### src/rtl/wdm_pkg.sv
package wdm_pkg;
  localparam logic [2:0] MODE_FLASH    = 3'b001;
  localparam logic [2:0] MODE_SLEEP    = 3'b010;
  localparam logic [2:0] MODE_STBY_OFF = 3'b011;
  localparam logic [2:0] MODE_STBY     = 3'b100;
  localparam logic [2:0] MODE_START    = 3'b101;
  localparam logic [2:0] MODE_NORMAL   = 3'b111;

  localparam logic [3:0] SRC_POWER    = 4'b0000;
  localparam logic [3:0] SRC_TIMEOUT  = 4'b0011;
  localparam logic [3:0] SRC_EARLY    = 4'b0100;
  localparam logic [3:0] SRC_BAD_PER  = 4'b0101;
  localparam logic [3:0] SRC_FLASH    = 4'b0110;
  localparam logic [3:0] SRC_BAD_MODE = 4'b0111;

  typedef enum logic [1:0] {
    SEQ_IDLE = 2'd0,
    SEQ_GOT1 = 2'd1,
    SEQ_GOT2 = 2'd2
  } seq_e;

  function automatic logic mode_defined(input logic [2:0] m);
    return (m != 3'b000) && (m != 3'b110);
  endfunction
endpackage

### src/rtl/wdm_decode.sv
module wdm_decode #(
  parameter int BASE_TICKS = 4,
  parameter int NUM_CODES  = 10,
  parameter int CNT_W      = 15
) (
  input  logic [2:0]       mode_i,
  input  logic [3:0]       period_i,
  input  logic [1:0]       prescale_i,
  output logic             mode_ok_o,
  output logic             period_ok_o,
  output logic [CNT_W-1:0] ticks_o,
  output logic [CNT_W-1:0] longest_o
);
  import wdm_pkg::*;

  localparam logic [CNT_W-1:0] BASE_V = CNT_W'(BASE_TICKS);
  localparam logic [4:0]       TOP_CODE = 5'(NUM_CODES - 1);

  logic [4:0] shamt;
  logic [4:0] shamt_max;

  assign mode_ok_o   = mode_defined(mode_i);
  assign period_ok_o = ({1'b0, period_i} < 5'(NUM_CODES));
  assign shamt       = {1'b0, period_i} + {3'b000, prescale_i};
  assign shamt_max   = TOP_CODE + {3'b000, prescale_i};
  assign ticks_o     = BASE_V << shamt;
  assign longest_o   = BASE_V << shamt_max;
endmodule

### src/rtl/wdm_timer.sv
module wdm_timer #(
  parameter int CNT_W     = 15,
  parameter int RST_TICKS = 2048
) (
  input  logic             clk_i,
  input  logic             rst_ni,
  input  logic             tick_i,
  input  logic             load_i,
  input  logic [CNT_W-1:0] load_ticks_i,
  output logic             early_o,
  output logic             expire_o
);
  logic [CNT_W-1:0] cnt_q;
  logic [CNT_W-1:0] period_q;

  always_ff @(posedge clk_i or negedge rst_ni) begin
    if (!rst_ni) begin
      cnt_q    <= '0;
      period_q <= CNT_W'(RST_TICKS);
    end else if (load_i) begin
      cnt_q    <= '0;
      period_q <= load_ticks_i;
    end else if (tick_i) begin
      cnt_q <= cnt_q + 1'b1;
    end
  end

  // window opens at half the loaded period
  assign early_o  = cnt_q < (period_q >> 1);
  assign expire_o = tick_i && (cnt_q == period_q - 1'b1);

  AST_CNT_IN_PERIOD: assert property (@(posedge clk_i) disable iff (!rst_ni)
    cnt_q < period_q);
  AST_EXPIRE_RESTART: assert property (@(posedge clk_i) disable iff (!rst_ni)
    expire_o |=> cnt_q == '0);
endmodule

### src/rtl/wdm_flash_seq.sv
module wdm_flash_seq (
  input  logic       clk_i,
  input  logic       rst_ni,
  input  logic       clear_i,
  input  logic       good_i,
  input  logic [2:0] mode_i,
  input  logic       in_normal_i,
  output logic       done_o
);
  import wdm_pkg::*;

  seq_e step_q, step_d;
  logic first_hit;

  assign first_hit = (mode_i == MODE_NORMAL) && in_normal_i;
  assign done_o    = good_i && (step_q == SEQ_GOT2) && (mode_i == MODE_NORMAL);

  always_comb begin
    step_d = step_q;
    if (good_i) begin
      unique case (step_q)
        SEQ_GOT1: step_d = (mode_i == MODE_FLASH) ? SEQ_GOT2 :
                           (first_hit ? SEQ_GOT1 : SEQ_IDLE);
        SEQ_GOT2: step_d = SEQ_IDLE;
        default:  step_d = first_hit ? SEQ_GOT1 : SEQ_IDLE;
      endcase
    end
  end

  always_ff @(posedge clk_i or negedge rst_ni) begin
    if (!rst_ni)      step_q <= SEQ_IDLE;
    else if (clear_i) step_q <= SEQ_IDLE;
    else              step_q <= step_d;
  end

  AST_SEQ_IN_NORMAL: assert property (@(posedge clk_i) disable iff (!rst_ni)
    step_q != SEQ_IDLE |-> in_normal_i);
endmodule

### src/rtl/wdog_mode_seq.sv
module wdog_mode_seq #(
  parameter int BASE_TICKS = 4,
  parameter int NUM_CODES  = 10
) (
  input  logic       clk_i,
  input  logic       rst_ni,
  input  logic       tick_i,
  input  logic [1:0] prescale_i,
  input  logic       wr_i,
  input  logic [2:0] wr_mode_i,
  input  logic [3:0] wr_period_i,
  output logic       rst_req_o,
  output logic [3:0] rst_src_o,
  output logic [2:0] mode_o
);
  import wdm_pkg::*;

  localparam int MAX_TICKS = BASE_TICKS << (NUM_CODES - 1 + 3);
  localparam int CNT_W     = $clog2(MAX_TICKS + 1);
  localparam int RST_TICKS = BASE_TICKS << (NUM_CODES - 1);

  logic             mode_ok, period_ok;
  logic [CNT_W-1:0] code_ticks, longest_ticks, load_ticks;
  logic             early, expire, flash_done;
  logic             bad_mode, bad_per, valid_wr, early_hit, good, timeout, event_hit;
  logic [3:0]       src_d;
  logic [2:0]       mode_q;
  logic [3:0]       src_q;
  logic             req_q;

  wdm_decode #(.BASE_TICKS(BASE_TICKS), .NUM_CODES(NUM_CODES), .CNT_W(CNT_W)) u_decode (
    .mode_i     (wr_mode_i),
    .period_i   (wr_period_i),
    .prescale_i (prescale_i),
    .mode_ok_o  (mode_ok),
    .period_ok_o(period_ok),
    .ticks_o    (code_ticks),
    .longest_o  (longest_ticks)
  );

  assign bad_mode  = wr_i && !mode_ok;
  assign bad_per   = wr_i && mode_ok && !period_ok;
  assign valid_wr  = wr_i && mode_ok && period_ok;
  assign early_hit = valid_wr && (mode_q != MODE_START) && early;
  assign good      = valid_wr && !early_hit;
  assign timeout   = expire && !good;
  assign event_hit = bad_mode || bad_per || early_hit || flash_done || timeout;

  always_comb begin
    if (bad_mode)       src_d = SRC_BAD_MODE;
    else if (bad_per)   src_d = SRC_BAD_PER;
    else if (early_hit) src_d = SRC_EARLY;
    else if (flash_done) src_d = SRC_FLASH;
    else                src_d = SRC_TIMEOUT;
  end

  assign load_ticks = (event_hit || wr_mode_i == MODE_STBY_OFF) ? longest_ticks : code_ticks;

  wdm_timer #(.CNT_W(CNT_W), .RST_TICKS(RST_TICKS)) u_timer (
    .clk_i       (clk_i),
    .rst_ni      (rst_ni),
    .tick_i      (tick_i),
    .load_i      (event_hit || good),
    .load_ticks_i(load_ticks),
    .early_o     (early),
    .expire_o    (expire)
  );

  wdm_flash_seq u_seq (
    .clk_i      (clk_i),
    .rst_ni     (rst_ni),
    .clear_i    (event_hit),
    .good_i     (good),
    .mode_i     (wr_mode_i),
    .in_normal_i(mode_q == MODE_NORMAL),
    .done_o     (flash_done)
  );

  always_ff @(posedge clk_i or negedge rst_ni) begin
    if (!rst_ni) begin
      mode_q <= MODE_START;
      src_q  <= SRC_POWER;
      req_q  <= 1'b0;
    end else begin
      req_q <= event_hit;
      if (event_hit) begin
        mode_q <= MODE_START;
        src_q  <= src_d;
      end else if (good && wr_mode_i != MODE_FLASH) begin
        mode_q <= wr_mode_i;
      end
    end
  end

  assign rst_req_o = req_q;
  assign rst_src_o = src_q;
  assign mode_o    = mode_q;

  AST_RST_TO_START: assert property (@(posedge clk_i) disable iff (!rst_ni)
    rst_req_o |-> mode_o == MODE_START);
  AST_SRC_HELD: assert property (@(posedge clk_i) disable iff (!rst_ni)
    !rst_req_o |-> $stable(rst_src_o));
  AST_FLASH_FROM_NORMAL: assert property (@(posedge clk_i) disable iff (!rst_ni)
    (rst_req_o && rst_src_o == SRC_FLASH) |-> $past(mode_o) == MODE_NORMAL);
  AST_BAD_MODE_ON_WRITE: assert property (@(posedge clk_i) disable iff (!rst_ni)
    (rst_req_o && rst_src_o == SRC_BAD_MODE) |-> $past(wr_i));
endmodule

### config.mk
export PLATFORM = sky130hd
export DESIGN_NAME = wdog_mode_seq
export DESIGN_NICKNAME = d
export VERILOG_FILES = /design/src/rtl/wdm_pkg.sv /design/src/rtl/wdm_decode.sv /design/src/rtl/wdm_timer.sv /design/src/rtl/wdm_flash_seq.sv /design/src/rtl/wdog_mode_seq.sv
export SDC_FILE = /design/constraint.sdc
export NUM_CORES = 1
export LEC_CHECK = 0
export BUFFER_PORTS_ARGS = -buffer_cell sky130_fd_sc_hd__buf_2
export CORE_MARGIN = 5
export CORE_UTILIZATION = 56
export DETAILED_ROUTE_END_ITERATION = 6
export PLACE_DENSITY = 0.77
export SETUP_SLACK_MARGIN = 0.15
export SLEW_MARGIN = 15
export SYNTH_ARGS = -nofsm -noshare
export SYNTH_HDL_FRONTEND = slang
export SYNTH_HIERARCHICAL = 1
export SYNTH_SLANG_ARGS = --single-unit
### constraint.sdc
create_clock -name clk_i -period 4.2 [get_ports clk_i]
set_input_delay 0.84 -clock clk_i [delete_from_list [all_inputs] [get_ports clk_i]]
set_output_delay 0.84 -clock clk_i [all_outputs]
set_load 0.05 [all_outputs]
# Word-level counts from Yosys, hierarchy flattened
# Index checks and enable logic that the tools add are counted.
# word_totals
regBits	40
in_bits	13
out_inout_bits	8
elab_cells	66
# classes
addsub	4
n_lt_le_gt_ge	2
eq_ne	10
shifts	2
n_mux	14
reduce_logical	28
# ops
operator	n
2-to-1 mux 15 bit	3
<< shifter 3 x 5 -> 15 bit, first input constant	2
adder 15 x 1 -> 15 bit, second input constant	1
equality test 15 bit	1
less-than comparator 15 x 14 -> 1 bit	1
2-to-1 mux 3 bit	5
subtractor 15 x 1 -> 15 bit, second input constant	1
logical AND 1 bit	14
equality test 3 bit, second input constant	2
logical OR 1 bit	6
2-to-1 mux 2 bit	3
!= test 3 bit, second input constant	2
nonzero test 2 bit	3
adder 4 x 2 -> 5 bit	1
adder 4 x 2 -> 5 bit, first input constant	1
logical NOT 1 bit	4
less-than comparator 4 bit, second input constant	1
2-to-1 mux 4 bit	1
one-hot mux 2 bit (2 select lines)	1
equality test 3 x 1 -> 1 bit, second input constant	1
equality test 3 x 2 -> 1 bit, second input constant	1
!= test 3 x 1 -> 1 bit, second input constant	1
nonzero test 3 bit	1
equality test 2 x 1 -> 1 bit, second input constant	1
other kinds (2)	2

# Logic depth before layout (Yosys ltp)
# logic_depth
word_depth	14
ltp_mapped	16
ltp_nobuf	15

# Modules after synthesis
# The synthesis kept the hierarchy.
# by_module_without_submodules
module	instances	cells_each	area_each_um2	seq_area_each_um2
wdm_timer	1	240	2057.0	752.0
wdog_mode_seq	1	60	620.6	177.7
wdm_decode	1	62	411.6	0.0
wdm_flash_seq	1	16	157.7	50.0

# Worst setup path before layout
# Ideal clock, no wire load.
# synth_timing
path_kind	register to register
from	reg u_timer.period_q[0]
to	reg u_timer.period_q[8]
setup_ps	135
arrival_ps	3782
required_ps	4065
path_slack_ps	283
path_stages_with_launch	17
path_buffers	2
period_less_slack_ps	3917
path_cell_list	dfrtp_1 inv_1 ha_1 or4b_1 clkbuf_1 nor3b_1 xnor2_1 nand3_1 or4_1 a2111oi_2 o21a_1 a221o_1 a21o_4 buf_12 mux2_4 nand2_1 o21ai_0
# synth_between
elab_chain_cells	7
elab_cells_between_ends	8
cone_classes	add/sub (1); eq/ne (1); mux (1); reduce/logical (5)
# synth_rtl
item	line	text
start: declaration	wdm_timer.sv:14	logic [CNT_W-1:0] period_q;
start signal: assignment	wdm_timer.sv:19	period_q <= CNT_W'(RST_TICKS);
start signal: assignment	wdm_timer.sv:22	period_q <= load_ticks_i;
subtractor 15 x 1 -> 15 bit	wdm_timer.sv:30	assign expire_o = tick_i && (cnt_q == period_q - 1'b1);
equality test 15 bit	wdm_timer.sv:30	
logical AND 1 bit	wdm_timer.sv:30	
named net expire	wdog_mode_seq.sv:24	logic early, expire, flash_done;
logical AND 1 bit	wdog_mode_seq.sv:46	assign timeout = expire && !good;
logical OR 1 bit	wdog_mode_seq.sv:47	assign event_hit = bad_mode || bad_per || early_hit || flash_done || timeout;
named net event_hit	wdog_mode_seq.sv:25	logic bad_mode, bad_per, valid_wr, early_hit, good, timeout, event_hit;
logical OR 1 bit	wdog_mode_seq.sv:57	assign load_ticks = (event_hit || wr_mode_i == MODE_STBY_OFF) ? longest_ticks : code_ticks;
2-to-1 mux 15 bit	wdog_mode_seq.sv:57	
named net load_ticks[8]	wdog_mode_seq.sv:23	logic [CNT_W-1:0] code_ticks, longest_ticks, load_ticks;
# The timed path passes the listed nets, and every way through them passes these cells.
# A chain may end at the register's enable or synchronous reset.

# Final worst setup path
# layout_timing
from	reg u_timer.period_q[0]
to	reg u_timer.period_q[2]
# The elaborated chain is that of the path after synthesis.

==> metrics.txt <==
Synth Warn #=6; DR DRC count=0; I/O pin count=21; vias in the first global route=2548; worst hold path class=register to register; proportion of total power due to net switching=a little over a third; Hold Crit Start=rst_src_o[1]$_DFFE_PN0P_; Int Power=between 700 and 800 µW; WL final=between 7 and 8 mm; max frequency=258 MHz; Std-Cell Core Area=5570 µm²; worst r2r src=u_timer/period_q[0]$_DFFE_PN0P_; clock root cell=clkbuf_8; compound-gate portion of the synthesized area=16.8%; total number of clock tree sinks=39; Comb pwr share=34.4%; Post-synth EDFFs=0; CTS max path bufs=2; most common cell after layout, fill and taps aside=dfrtp_1; # H-tree levels=2; DRT Pass-1 Iters=4; minimum clock period=between 3 and 4 ns; Buf/Inv on CP=1; antenna cells=0; power density cells=335 nW/µm²; MaxCap Viol Count=0; Setup-failing EPs final=0; final cell count without fillers=between 400 and 500; insertion delay to the later sink of the worst-skew pair=0.30 ns; row count=27; Synth Flop Type=dfrtp_1; DR iter-0 viols=97; crit-path max cell delay=slightly below 0.6 ns; setup TNS=0 ns; clk_skew=~0.011 ns; clock share of power=a little over a quarter; Synth cell types=65; Die Y=roughly 86 µm; average size of a mapped cell=around 8.6 µm²; die span in x=between 80 and 90 µm; Hold Path End=rst_src_o[1]$_DFFE_PN0P_; outcome=finished clean; post-cts hold buffer count=0; Cell Area, Synth=3250 µm²; Synth Area in XOR/XNOR=8.09%; FFs w/ async S/R, synth=100%; #FFs+latches synth=39; Worst path top cell family by delay=simple AND/OR/NAND/NOR gates; crit path max fanout=8; DP HPWL=a little over 5 mm; worst slew pin tran=around 0.89 ns; crit end category=register; share of cells above drive strength 1=roughly 17%; cells on worst reg2reg path=14; Worst EP required=roughly 4.4 ns; cell chain of the critical path=inv_1 > ha_1 > or4b_4 > nor3b_2 > xnor2_1 > nand3_1 > or4_1 > a2111oi_4 > o21a_1 > a221o_1 > a21o_4 > mux2_2 > nand2_1 > o21ai_0; total CTS buffers=5; reg-to-reg critical path endpoint=u_timer/period_q[2]$_DFFE_PN0P_; critical path type=register to register; commonest cells after routing, fill and taps aside=dfrtp_1, nand2_1, o21ai_0, nor2_1, inv_1; maximum VDD drop=0.185 mV; Area growth syn-to-layout=7.71%; initial antenna violation count=0; drt wl/cell=roughly 15 µm; Vias/cell=between 5 and 6; Mapped Cells=378; grt ovf=0; switching power=about 420 µW; largest net degree at the start of global routing=between 40 and 50; combinational family with the most area after synthesis=simple AND/OR/NAND/NOR gates; Rel. slew slack=roughly 41%; PortBufs=19; Hold Fails Final Rpt=0; Post-Synth Simple-Gate Area=about a fifth; P_leak=1.53 nW; fillers=approximately 490; Adder-Cell Fraction of Synth Area=7.94%; sequential power share=between 30 and 40%; Final Cycle Share=a little over 90%; Starting Density=roughly three fifths; Global Route Usage Sum=between 10% and 20%; Antenna Nets Post-Route=0; gp weighted congestion=~0.87; first-pass GRT wire length=about 12 mm; hold depth=2; Final Slew Violations=0; CTS tree=done; RSZ-0062 raised after global routing=no; DIE AREA=7420 µm²; vias=~2700; final net count=between 400 and 500; placed cell count=459; Worst-path clk slew=0.09 ns; mux cell area share after synthesis=7.36%; CP Launch Type=register; Reg2Reg Setup Slack=between 0.3 and 0.4 ns; Worst Path Arrival=roughly 4 ns; Crit-path slowest cell=or4_1; post-synthesis sequential area ratio=a little under a third
[worst max-delay path by stage]
stage / from / to / depth (start not counted)
after CTS: u_timer/period_q[0]$_DFFE_PN0P_ / u_timer/period_q[3]$_DFFE_PN0P_ / 14
final: u_timer/period_q[0]$_DFFE_PN0P_ / u_timer/period_q[2]$_DFFE_PN0P_ / 14
after floorplan: u_timer/period_q[0]$_DFFE_PN0P_ / u_timer/period_q[8]$_DFFE_PN0P_ / 16
after global placement: u_timer/period_q[0]$_DFFE_PN0P_ / u_timer/period_q[3]$_DFFE_PN0P_ / 14
after global routing: u_timer/period_q[0]$_DFFE_PN0P_ / u_timer/period_q[3]$_DFFE_PN0P_ / 14
after detailed placement: u_timer/period_q[0]$_DFFE_PN0P_ / u_timer/period_q[14]$_DFFE_PN0P_ / 14
[power by group through the flow]
stage	clock network (mW)	registers, mW	logic [mW]
global route	0.345	0.456	0.443
global placement	0	0.455	0.374
CTS	0.327	0.450	0.390
floorplan	0	0.491	0.270
detailed placement	0	0.457	0.384
finish	0.317	0.451	0.403
[cell type report]
class / count / area (µm²) / area share, %
repair buffers: 24 / 133 / 3.79
flip-flops and latches: 39 / 980 / 28.0
well taps: 72 / 90.1 / 2.58
multi-input cells: 300 / 2080 / 59.6
clock inverters: 2 / 37.5 / 1.07
clock buffers: 6 / 72.6 / 2.08
inverters: 27 / 101 / 2.90
[worst min-delay path, delay by kind of cell (launching register included)]
| kind | cells | cell delay (ns) |
|---|---|---|
| DFF | 1 | 0.35 |
| and+or+nand+nor | 1 | 0.05 |
| AOI/OAI and AO/OA | 1 | 0.12 |
[timing repair]
action	CTS	global route
setup buffers	0	2
gates resized for setup	2	3
setup endpoints to repair	13	13
cloned	0	1
pin swaps	0	1
[per-stage QoR]
step	hold WS (ns)	instance area (µm²)	util, %	setup WS (ns)	power [mW]
floorplan	0.518	3290	-	0.283	0.761
global placement	0.534	3330	59.8	0.244	0.829
detailed placement	0.539	3330	59.8	0.0412	0.841
CTS	0.555	3460	62.0	0.176	1.17
global route	0.572	3500	62.7	0.138	1.24
finish	0.553	3500	62.7	0.330	1.17
[state kept, by name, summed over array words and instances, names as in the netlist]
name and count:
rst_src_o 3, u_seq/step_q 2, rst_req_o 1, u_timer/cnt_q 15, mode_o 3, u_timer/period_q 15
[cell families (layout without fill, tap and decap cells)]
kind of cell / Yosys count / in the layout
XOR/XNOR: 30 / 30
AND/OR/NAND/NOR: 131 / 131
multiplexers: 18 / 18
AO/OA/AOI/OAI: 86 / 87
flip-flops: 39 / 39
other: 2 / 14
buffers and inverters: 52 / 59
adder cells (fa/ha/maj): 20 / 20
[synthesized netlist by cell type, types with 2 or more instances]
library cell  instances  area (µm²)
dfrtp_1              36         901
nand2_1              34         128
o21ai_0              33         165
nor2_1               26        97.6
inv_1                25        93.8
a21oi_1              23         115
ha_1                 19         238
xnor2_1              17         149
buf_4                15         113
xor2_1               13         114
nor3_1               11        55.1
mux2_4               10         150
clkbuf_1              8        30.0
nand4_1               8        50.1
mux2_2                7        78.8
nand3_1               7        35.0
nor2b_1               7        43.8
or3_1                 6        37.5
and3_1                5        31.3
a21boi_0              4        30.0
a31oi_1               3        18.8
dfstp_2               3        78.8
nand3b_1              3        22.5
o211ai_1              3        22.5
a211o_1               2        17.5
conb_1                2        7.51
inv_2                 2        7.51
nand2b_1              2        12.5
nor3b_1               2        15.0
o21a_1                2        15.0
or2_1                 2        12.5
or2_2                 2        12.5
or3_2                 2        15.0
or3b_1                2        17.5
or4_1                 2        15.0
[layer usage]
layer | up-vias | part of all wire (%) | routed length, µm | track usage [%]
met4 | 0 | 2.0 | 145 | 7.34
met3 | 16 | 5.2 | 377 | 3.65
li1 | 1342 | - | - | -
met2 | 64 | 49 | 3560 | 33.3
met1 | 1296 | 43 | 3110 | 24.3
met5 | - | 0 | 0 | 0
Power figures use the tool's default switching activity.
